### src/rtl/iqa_pkg.sv
package iqa_pkg;

    typedef enum logic [1:0] {
        POL_DYN   = 2'd0,
        POL_PART  = 2'd1,
        POL_THR   = 2'd2,
        POL_DYN_B = 2'd3
    } share_pol_e;

    localparam int PCT_MAX = 100;

    // Percentage share of a queue, percentage clamped to PCT_MAX, truncated.
    function automatic int share_of(input int pct, input int depth);
        int p;
        p = (pct > PCT_MAX) ? PCT_MAX : pct;
        return (p * depth) / PCT_MAX;
    endfunction

endpackage

### src/rtl/iqa_limit_calc.sv
module iqa_limit_calc
    import iqa_pkg::*;
#(
    parameter int NUM_THR = 4,
    parameter int QDEPTH  = 64,
    parameter int PCT_W   = 7,
    parameter int CW      = $clog2(QDEPTH + 1)
) (
    input  logic                  clk,
    input  logic                  rst,
    input  logic [NUM_THR-1:0]    act_mask,
    input  logic [1:0]            pol_sel,
    input  logic [PCT_W-1:0]      share_pct,
    output logic [NUM_THR*CW-1:0] lim_flat
);
    localparam int PART_LIM = QDEPTH / NUM_THR;

    share_pol_e pol;
    logic       one_active;
    logic [CW-1:0] thr_share;

    assign pol        = share_pol_e'(pol_sel);
    assign one_active = ($countones(act_mask) == 1);
    assign thr_share  = CW'(share_of(int'(share_pct), QDEPTH));

    for (genvar t = 0; t < NUM_THR; t++) begin : g_lim
        logic [CW-1:0] lim_d, lim_q;

        always_comb begin
            case (pol)
                POL_PART: lim_d = CW'(PART_LIM);
                POL_THR:  lim_d = (one_active && act_mask[t]) ? CW'(QDEPTH) : thr_share;
                default:  lim_d = CW'(QDEPTH);
            endcase
        end

        always_ff @(posedge clk) begin
            if (rst) lim_q <= CW'(QDEPTH);
            else     lim_q <= lim_d;
        end

        assign lim_flat[t*CW +: CW] = lim_q;

        AST_LIM_BOUND: assert property (@(posedge clk) disable iff (rst)
            lim_q <= CW'(QDEPTH));
        AST_PART_LIM: assert property (@(posedge clk) disable iff (rst)
            (pol_sel == 2'd1) |=> (lim_q == CW'(PART_LIM)));
    end

endmodule

### src/rtl/iqa_admit.sv
module iqa_admit #(
    parameter int NUM_THR = 4,
    parameter int CW      = 7
) (
    input  logic [NUM_THR-1:0]    ins_req,
    input  logic [NUM_THR*CW-1:0] cnt_flat,
    input  logic [NUM_THR*CW-1:0] lim_flat,
    input  logic [CW-1:0]         free_cnt,
    output logic [NUM_THR-1:0]    full,
    output logic [NUM_THR-1:0]    grant,
    output logic [NUM_THR-1:0]    reject
);
    logic [CW-1:0] used;

    // Lower thread index wins when free entries run short.
    always_comb begin
        used = '0;
        for (int i = 0; i < NUM_THR; i++) begin
            full[i]   = (cnt_flat[i*CW +: CW] >= lim_flat[i*CW +: CW]) || (free_cnt == '0);
            grant[i]  = ins_req[i] && !full[i] && (used < free_cnt);
            reject[i] = ins_req[i] && !grant[i];
            used      = used + CW'(grant[i]);
        end
    end

endmodule

### src/rtl/iqa_thread_ctr.sv
module iqa_thread_ctr #(
    parameter int CW = 7
) (
    input  logic          clk,
    input  logic          rst,
    input  logic          grant,
    input  logic          reject,
    input  logic          full,
    input  logic          sq_rel,
    input  logic          iss_rel,
    output logic [CW-1:0] cnt_q,
    output logic [1:0]    rel_amt,
    output logic          err_q
);
    logic [1:0] rel_req;

    assign rel_req = {1'b0, sq_rel} + {1'b0, iss_rel};
    // Releases cannot take the count below zero.
    assign rel_amt = (cnt_q < CW'(rel_req)) ? cnt_q[1:0] : rel_req;

    always_ff @(posedge clk) begin
        if (rst) begin
            cnt_q <= '0;
            err_q <= 1'b0;
        end else begin
            cnt_q <= cnt_q + CW'(grant) - CW'(rel_amt);
            err_q <= reject;
        end
    end

    AST_FULL_NO_GROW: assert property (@(posedge clk) disable iff (rst)
        full |=> (cnt_q <= $past(cnt_q)));
    AST_CNT_STEP: assert property (@(posedge clk) disable iff (rst)
        ##1 ((CW+1)'(cnt_q) <= (CW+1)'($past(cnt_q)) + (CW+1)'(1)));

endmodule

### src/rtl/iq_slot_alloc.sv
module iq_slot_alloc
    import iqa_pkg::*;
#(
    parameter int NUM_THR = 4,
    parameter int QDEPTH  = 64,
    parameter int PCT_W   = 7,
    localparam int CW     = $clog2(QDEPTH + 1)
) (
    input  logic                  clk,
    input  logic                  rst,
    input  logic [NUM_THR-1:0]    ins_req,
    input  logic [NUM_THR-1:0]    sq_rel,
    input  logic [NUM_THR-1:0]    iss_rel,
    input  logic [NUM_THR-1:0]    act_mask,
    input  logic [1:0]            pol_sel,
    input  logic [PCT_W-1:0]      share_pct,
    output logic [NUM_THR-1:0]    thr_full,
    output logic [NUM_THR-1:0]    ins_err,
    output logic [CW-1:0]         free_cnt,
    output logic [NUM_THR*CW-1:0] occ_cnt
);
    localparam int SW = CW + $clog2(NUM_THR) + 2;

    logic [NUM_THR*CW-1:0] lim_flat;
    logic [NUM_THR-1:0]    grant, reject;
    logic [2*NUM_THR-1:0]  rel_flat;
    logic [CW-1:0]         free_q;
    logic [SW-1:0]         gain, loss, occ_sum;

    iqa_limit_calc #(.NUM_THR(NUM_THR), .QDEPTH(QDEPTH), .PCT_W(PCT_W), .CW(CW)) u_lim (
        .clk(clk), .rst(rst), .act_mask(act_mask), .pol_sel(pol_sel),
        .share_pct(share_pct), .lim_flat(lim_flat)
    );

    iqa_admit #(.NUM_THR(NUM_THR), .CW(CW)) u_adm (
        .ins_req(ins_req), .cnt_flat(occ_cnt), .lim_flat(lim_flat),
        .free_cnt(free_q), .full(thr_full), .grant(grant), .reject(reject)
    );

    for (genvar t = 0; t < NUM_THR; t++) begin : g_thr
        iqa_thread_ctr #(.CW(CW)) u_ctr (
            .clk(clk), .rst(rst), .grant(grant[t]), .reject(reject[t]),
            .full(thr_full[t]), .sq_rel(sq_rel[t]), .iss_rel(iss_rel[t]),
            .cnt_q(occ_cnt[t*CW +: CW]), .rel_amt(rel_flat[2*t +: 2]),
            .err_q(ins_err[t])
        );
    end

    always_comb begin
        gain    = '0;
        loss    = '0;
        occ_sum = '0;
        for (int i = 0; i < NUM_THR; i++) begin
            gain    = gain + SW'(rel_flat[2*i +: 2]);
            loss    = loss + SW'(grant[i]);
            occ_sum = occ_sum + SW'(occ_cnt[i*CW +: CW]);
        end
    end

    always_ff @(posedge clk) begin
        if (rst) free_q <= CW'(QDEPTH);
        else     free_q <= CW'(SW'(free_q) + gain - loss);
    end

    assign free_cnt = free_q;

    AST_FREE_SUM: assert property (@(posedge clk) disable iff (rst)
        (SW'(free_q) + occ_sum) == SW'(QDEPTH));
    AST_NO_OVERFLOW: assert property (@(posedge clk) disable iff (rst)
        free_q <= CW'(QDEPTH));
    AST_ERR_CAUSE: assert property (@(posedge clk) disable iff (rst)
        ##1 ((ins_err & ~$past(ins_req)) == '0));
    AST_RST_STATE: assert property (@(posedge clk) disable iff (rst)
        $past(rst) |-> (free_q == CW'(QDEPTH) && occ_sum == '0 && ins_err == '0));

endmodule

### config.mk
export PLATFORM = sky130hd
export DESIGN_NAME = iq_slot_alloc
export DESIGN_NICKNAME = d
export VERILOG_FILES = /design/src/rtl/iqa_pkg.sv /design/src/rtl/iqa_limit_calc.sv /design/src/rtl/iqa_admit.sv /design/src/rtl/iqa_thread_ctr.sv /design/src/rtl/iq_slot_alloc.sv
export SDC_FILE = /design/constraint.sdc
export NUM_CORES = 1
export LEC_CHECK = 0
export CAP_MARGIN = 20
export CORE_ASPECT_RATIO = 0.75
export CORE_UTILIZATION = 55
export CTS_CLUSTER_DIAMETER = 120
export DETAILED_ROUTE_END_ITERATION = 12
export GPL_ROUTABILITY_DRIVEN = 0
export PLACE_DENSITY = 0.86
export SYNTH_ARGS = -nofsm -noshare
export SYNTH_HDL_FRONTEND = slang
export SYNTH_SLANG_ARGS = --single-unit
### constraint.sdc
create_clock -name clk -period 9.4 [get_ports clk]
set_input_delay 1.88 -clock clk [delete_from_list [all_inputs] [get_ports clk]]
set_output_delay 1.88 -clock clk [all_outputs]
set_load 0.05 [all_outputs]
==> results of run 1 <==
[worst paths after layout]
check,from,depth (start not counted),end
max reg2reg,g_thr[0].u_ctr.cnt_q[0],41,free_cnt[6]
min,g_thr[1].u_ctr.cnt_q[0],2,g_thr[1].u_ctr.cnt_q[0]
min reg2reg,g_thr[1].u_ctr.cnt_q[0],2,g_thr[1].u_ctr.cnt_q[0]
max,ins_req[0],31,free_cnt[6]
[cells in the mapped netlist (14+ instances only)]
master   count  area, sq um
a21o_1      22          165
a21oi_1     60          300
dfxtp_1     67         1340
fa_1        14          280
ha_1       118         1480
inv_1      120          450
nand2_1     31          116
nor2_1      80          300
nor2b_1     16          100
o21ai_0     20          100
xnor2_1     20          175
xor2_1      15          131
[stage by stage]
stage          util (%)  setup slack (ns)  instances
2_1_floorplan         -             0.968        759
3_3_place_gp       64.7             0.519        955
3_5_place_dp       64.7             0.251        955
4_1_cts            67.2             0.373        969
5_1_grt            67.2            0.0329        969
6_report           67.2             0.483        969
[cell families after synthesis]
logic type / share of synthesized area (%)
flops: 21.0
buf+inv: 9.05
compound gates: 19.5
simple gates: 16.2
fa+ha+maj: 27.5
xor+xnor: 5.05
mux: 1.74
[metal layers]
metal  global-route usage [%]  vias to the layer above  wire (microns)
li1                         -                     2723               -
met1                     35.4                     2570            7210
met2                     42.7                      218            6960
met3                     5.56                       29            1180
met4                     6.73                        0             197
met5                        0                        -               0
[registers in the layout (all words and copies together) (netlist names)]
signal,count
g_thr.u_ctr.err_q,4
free_cnt,7
u_lim.g_lim.lim_q,28
g_thr.u_ctr.cnt_q,28
[worst min-delay path, cell delays in order, from the launching register on]
cell and delay [ns]:
dfxtp_1 0.37, ha_1 0.14, nor2b_1 0.11
[layout make-up]
class | instances | area, sq um
Multi-Input combinational cell | 551 | 4480
Fill cell | 816 | 3640
Sequential cell | 67 | 1340
Timing Repair Buffer | 76 | 743
Inverter | 121 | 459
Clock buffer | 12 | 256
Tap cell | 140 | 175
Clock inverter | 2 | 12.5
==> impl_metrics.py, run 1 <==
metrics = {
    "sta": {
        "slew_viol_final": 0,
        "finalSetupViolations": 0,
        "clock_skew_ns": 0.00484,
        "min_period_over_period_pct": 94.9,
        "period_needed_ns": 8.92,
        "setup_tns_ns": 0,
        "hold_viol_final": 0,
        "worst_pin_slew_ns": 0.877,
        "grt_setup_unrepaired": "no",
        "slew_headroom_pct": 41.4,
        "fmax_mhz": 112,
        "holdWs_ns": 0.656,
    },
    "worst_setup_path": {
        "critPathMaxStageDelay_ns": 0.60,
        "critPathLaunchType": "input port",
        "critPathRequiredTime_ns": 9.63,
        "cp_slowest_cell": "fa_1",
        "rrSetupSlack_ns": 0.50,
        "cp.arrival_ns": 9.14,
        "critical_path_buf_inv_count": 5,
        "cp_max_fo": 4,
        "crit_top_cell": "fa_1",
        "crit_type": "in2reg",
        "crit_family": "adder cells",
        "cp-end-kind": "flip-flop",
    },
    "placement": {
        "post_dp_cell_area_sq_um": 7190,
        "portBuffers": 69,
        "hpwl_microns": 12000,
    },
    "logic_synthesis": {
        "yosysUniqueCellTypes": 79,
        "ys_seq_elements": 67,
        "ys_seq_area_share_pct": 21.0,
        "mappedNetlistArea_sq_um": 6390,
        "ys.flop_type": "dfxtp_1",
        "syn_nets": 918,
        "synth_edf_count": 0,
        "yosys_warnings": 0,
        "syn_area_per_cell_sq_um": 8.42,
        "async_reset_ff_share_pct": 0,
        "syn_inst": 759,
    },
    "drt": {
        "drt-pass1-iter-count": 5,
        "routed_wl_microns": 15500,
        "num_vias": 5540,
        "post_drt_wl_per_cell_microns": 16.0,
        "drt-initial-drc-count": 427,
        "postRouteAntennaNets": 0,
        "drc": 0,
        "viasPerCell": 5.72,
    },
    "cells_and_area": {
        "n_antenna_cell": 0,
        "final_common_cell": "inv_1",
        "layout-drive-gt1-share_pct": 6.39,
        "nets": 985,
        "syn2layout_area_growth_pct": 16.8,
        "fin_area_sq_um": 7460,
        "final_cell_mix": "inv_1, ha_1, nor2_1, clkdlybuf4s50_1, dfxtp_1",
    },
    "cts": {
        "clock_latency_ns": 0.33,
        "cts_tree": "done",
        "postCtsSetupRepairBufs": 0,
        "h-tree-depth": 3,
        "cts.sinks": 67,
        "cts-root-buf": "clkbuf_16",
        "post_cts_resized": 0,
        "clk_transition_reported_paths_ns": 0.05,
        "hold_buffers": 0,
        "cts_buffer_depth": 2,
        "cts_buffers": 9,
    },
    "global_route": {
        "antenna_found_initial": 0,
        "grt_pass1_vias": 5194,
        "grt_pass1_wl_microns": 24600,
        "grt_start_max_net_pins": 46,
        "grt_usage_pct": 26.2,
        "grt_overflow": 0,
    },
    "floorplan": {
        "io_pins": 70,
        "core_area_sq_um": 11100,
        "fp-row-count": 33,
        "initial_core_util_pct": 57.5,
        "die_x_microns": 126,
        "die_y_microns": 95.3,
        "die_area_sq_um": 12100,
    },
    "min_path": {
        "hold_class": "reg2reg",
    },
    "outcome": {
        "outcome": "completed",
    },
    "flow_run": {
        "maxCapViolCount": 0,
    },
}
Power of run 1 is left out: the tool's default activity adds up to more than one toggle a clock period on the data nets, which glitch-free logic cannot reach.
==> inputs of run 2 (changes only) <==
==> constraint.sdc (replaced) <==
create_clock -name clk -period 10.3 [get_ports clk]
set_input_delay 2.06 -clock clk [delete_from_list [all_inputs] [get_ports clk]]
set_output_delay 2.06 -clock clk [all_outputs]
set_load 0.05 [all_outputs]
==> impl_metrics.py, run 2 (synthesized netlist as in run 1, its figures left out) <==
metrics = {
    "outcome": {
        "outcome": "completed",
    },
    "cts": {
        "clk_transition_reported_paths_ns": 0.06,
        "h-tree-depth": 3,
        "cts_buffer_depth": 2,
        "cts.sinks": 67,
        "hold_buffers": 0,
        "postCtsSetupRepairBufs": 0,
        "cts-root-buf": "clkbuf_16",
        "cts_tree": "done",
        "cts_buffers": 9,
        "clock_latency_ns": 0.34,
        "post_cts_resized": 0,
    },
    "placement": {
        "hpwl_microns": 11500,
        "portBuffers": 69,
        "pre_cts_ws_ns": 0.664,
    },
    "drt": {
        "routed_wl_microns": 15500,
        "viasPerCell": 5.72,
        "drt-initial-drc-count": 489,
        "drc": 0,
        "drt-pass1-iter-count": 6,
        "post_drt_wl_per_cell_microns": 16.0,
        "postRouteAntennaNets": 0,
        "num_vias": 5530,
    },
    "cells_and_area": {
        "nets": 981,
        "final_common_cell": "inv_1",
        "fillers": 834,
        "syn2layout_area_growth_pct": 17.4,
        "layout-drive-gt1-share_pct": 5.93,
        "n_antenna_cell": 0,
        "final_cell_mix": "inv_1, ha_1, nor2_1, clkdlybuf4s50_1, dfxtp_1",
    },
    "global_route": {
        "antenna_found_initial": 0,
        "grt_overflow": 0,
        "grt_usage_pct": 26.9,
        "grt_pass1_vias": 5359,
        "grt_pass1_wl_microns": 25500,
        "grt_start_max_net_pins": 46,
    },
    "min_path": {
        "hold_class": "reg2reg",
    },
    "sta": {
        "setup_tns_ns": 0,
        "slew_headroom_pct": 40.3,
        "grt_setup_unrepaired": "no",
        "slew_viol_final": 0,
        "fmax_mhz": 103,
        "finalSetupViolations": 0,
        "worst_pin_slew_ns": 0.893,
        "min_period_over_period_pct": 94.5,
        "period_needed_ns": 9.74,
        "setup_ws_ns": 0.563,
        "clock_skew_ns": 0.00897,
        "hold_viol_final": 0,
    },
    "worst_setup_path": {
        "cp_slowest_cell": "fa_1",
        "critPathMaxStageDelay_ns": 0.57,
        "critPathRequiredTime_ns": 10.53,
        "cp.arrival_ns": 9.96,
        "cp_max_fo": 4,
        "critPathLaunchType": "flip-flop",
        "cp-end-kind": "flip-flop",
        "crit_type": "reg2reg",
    },
    "floorplan": {
        "core_area_sq_um": 11100,
        "fp-row-count": 33,
        "die_x_microns": 126,
        "die_area_sq_um": 12100,
        "initial_core_util_pct": 57.5,
        "io_pins": 70,
        "die_y_microns": 95.3,
    },
    "flow_run": {
        "maxCapViolCount": 0,
    },
}
run 2: changes by cell type in the layout (fill, tap and decap cells not counted):
cell       change
nor3_2         -1
bufinv_16      +3
clkbuf_8       -1
clkinv_2       -1
nor3_1         +1
clkbuf_1       +1
buf_4          -4
run 2: worst paths after layout:
kind / from / to / slack (ns) / cells past startpoint
hold reg to reg: g_thr[1].u_ctr.cnt_q[6] / g_thr[1].u_ctr.cnt_q[6] / 0.67 / 4
setup reg to reg: g_thr[0].u_ctr.cnt_q[0] / free_cnt[6] / 0.56 / 40
hold / removal: g_thr[1].u_ctr.cnt_q[6] / g_thr[1].u_ctr.cnt_q[6] / 0.67 / 4
setup / recovery: g_thr[0].u_ctr.cnt_q[0] / free_cnt[6] / 0.56 / 40
run 2: metal layers:
| layer | share of wire [%] | wire length [microns] | up-vias | track usage, % |
|---|---|---|---|---|
| met1 | 47 | 7240 | 2560 | 35.5 |
| met3 | 7.1 | 1100 | 28 | 6.06 |
| met2 | 45 | 6910 | 219 | 44.7 |
| met5 | 0 | 0 | - | 0 |
| li1 | - | - | 2723 | - |
| met4 | 1.3 | 205 | 0 | 6.73 |
run 2: final cells by class:
type | instances | area [sq um] | area share [%]
Clock inverter | 4 | 97.6 | 1.30
Inverter | 121 | 459 | 6.12
Tap cell | 140 | 175 | 2.33
Multi-Input combinational cell | 551 | 4470 | 59.6
Sequential cell | 67 | 1340 | 17.9
Timing Repair Buffer | 72 | 713 | 9.50
Clock buffer | 12 | 246 | 3.28
run 2: per-stage QoR:
step	area [sq um]	instances	hold WS, ns	util [%]
floorplan	6390	759	0.781	-
global placement	7160	951	0.635	64.5
detailed placement	7160	951	0.644	64.5
CTS	7500	967	0.672	67.6
global route	7500	967	0.699	67.6
finish	7500	967	0.669	67.6
run 2: worst max-delay path: cells and delay by family, from the launching register on:
family | cells | cell delay (ns)
AND/OR/NAND/NOR | 8 | 1.35
flip-flops | 1 | 0.37
buffers and inverters | 6 | 0.60
AO/OA/AOI/OAI | 14 | 2.97
XOR/XNOR | 1 | 0.15
adder cells (fa/ha/maj) | 11 | 4.16
Power of run 2 is left out for the same reason.
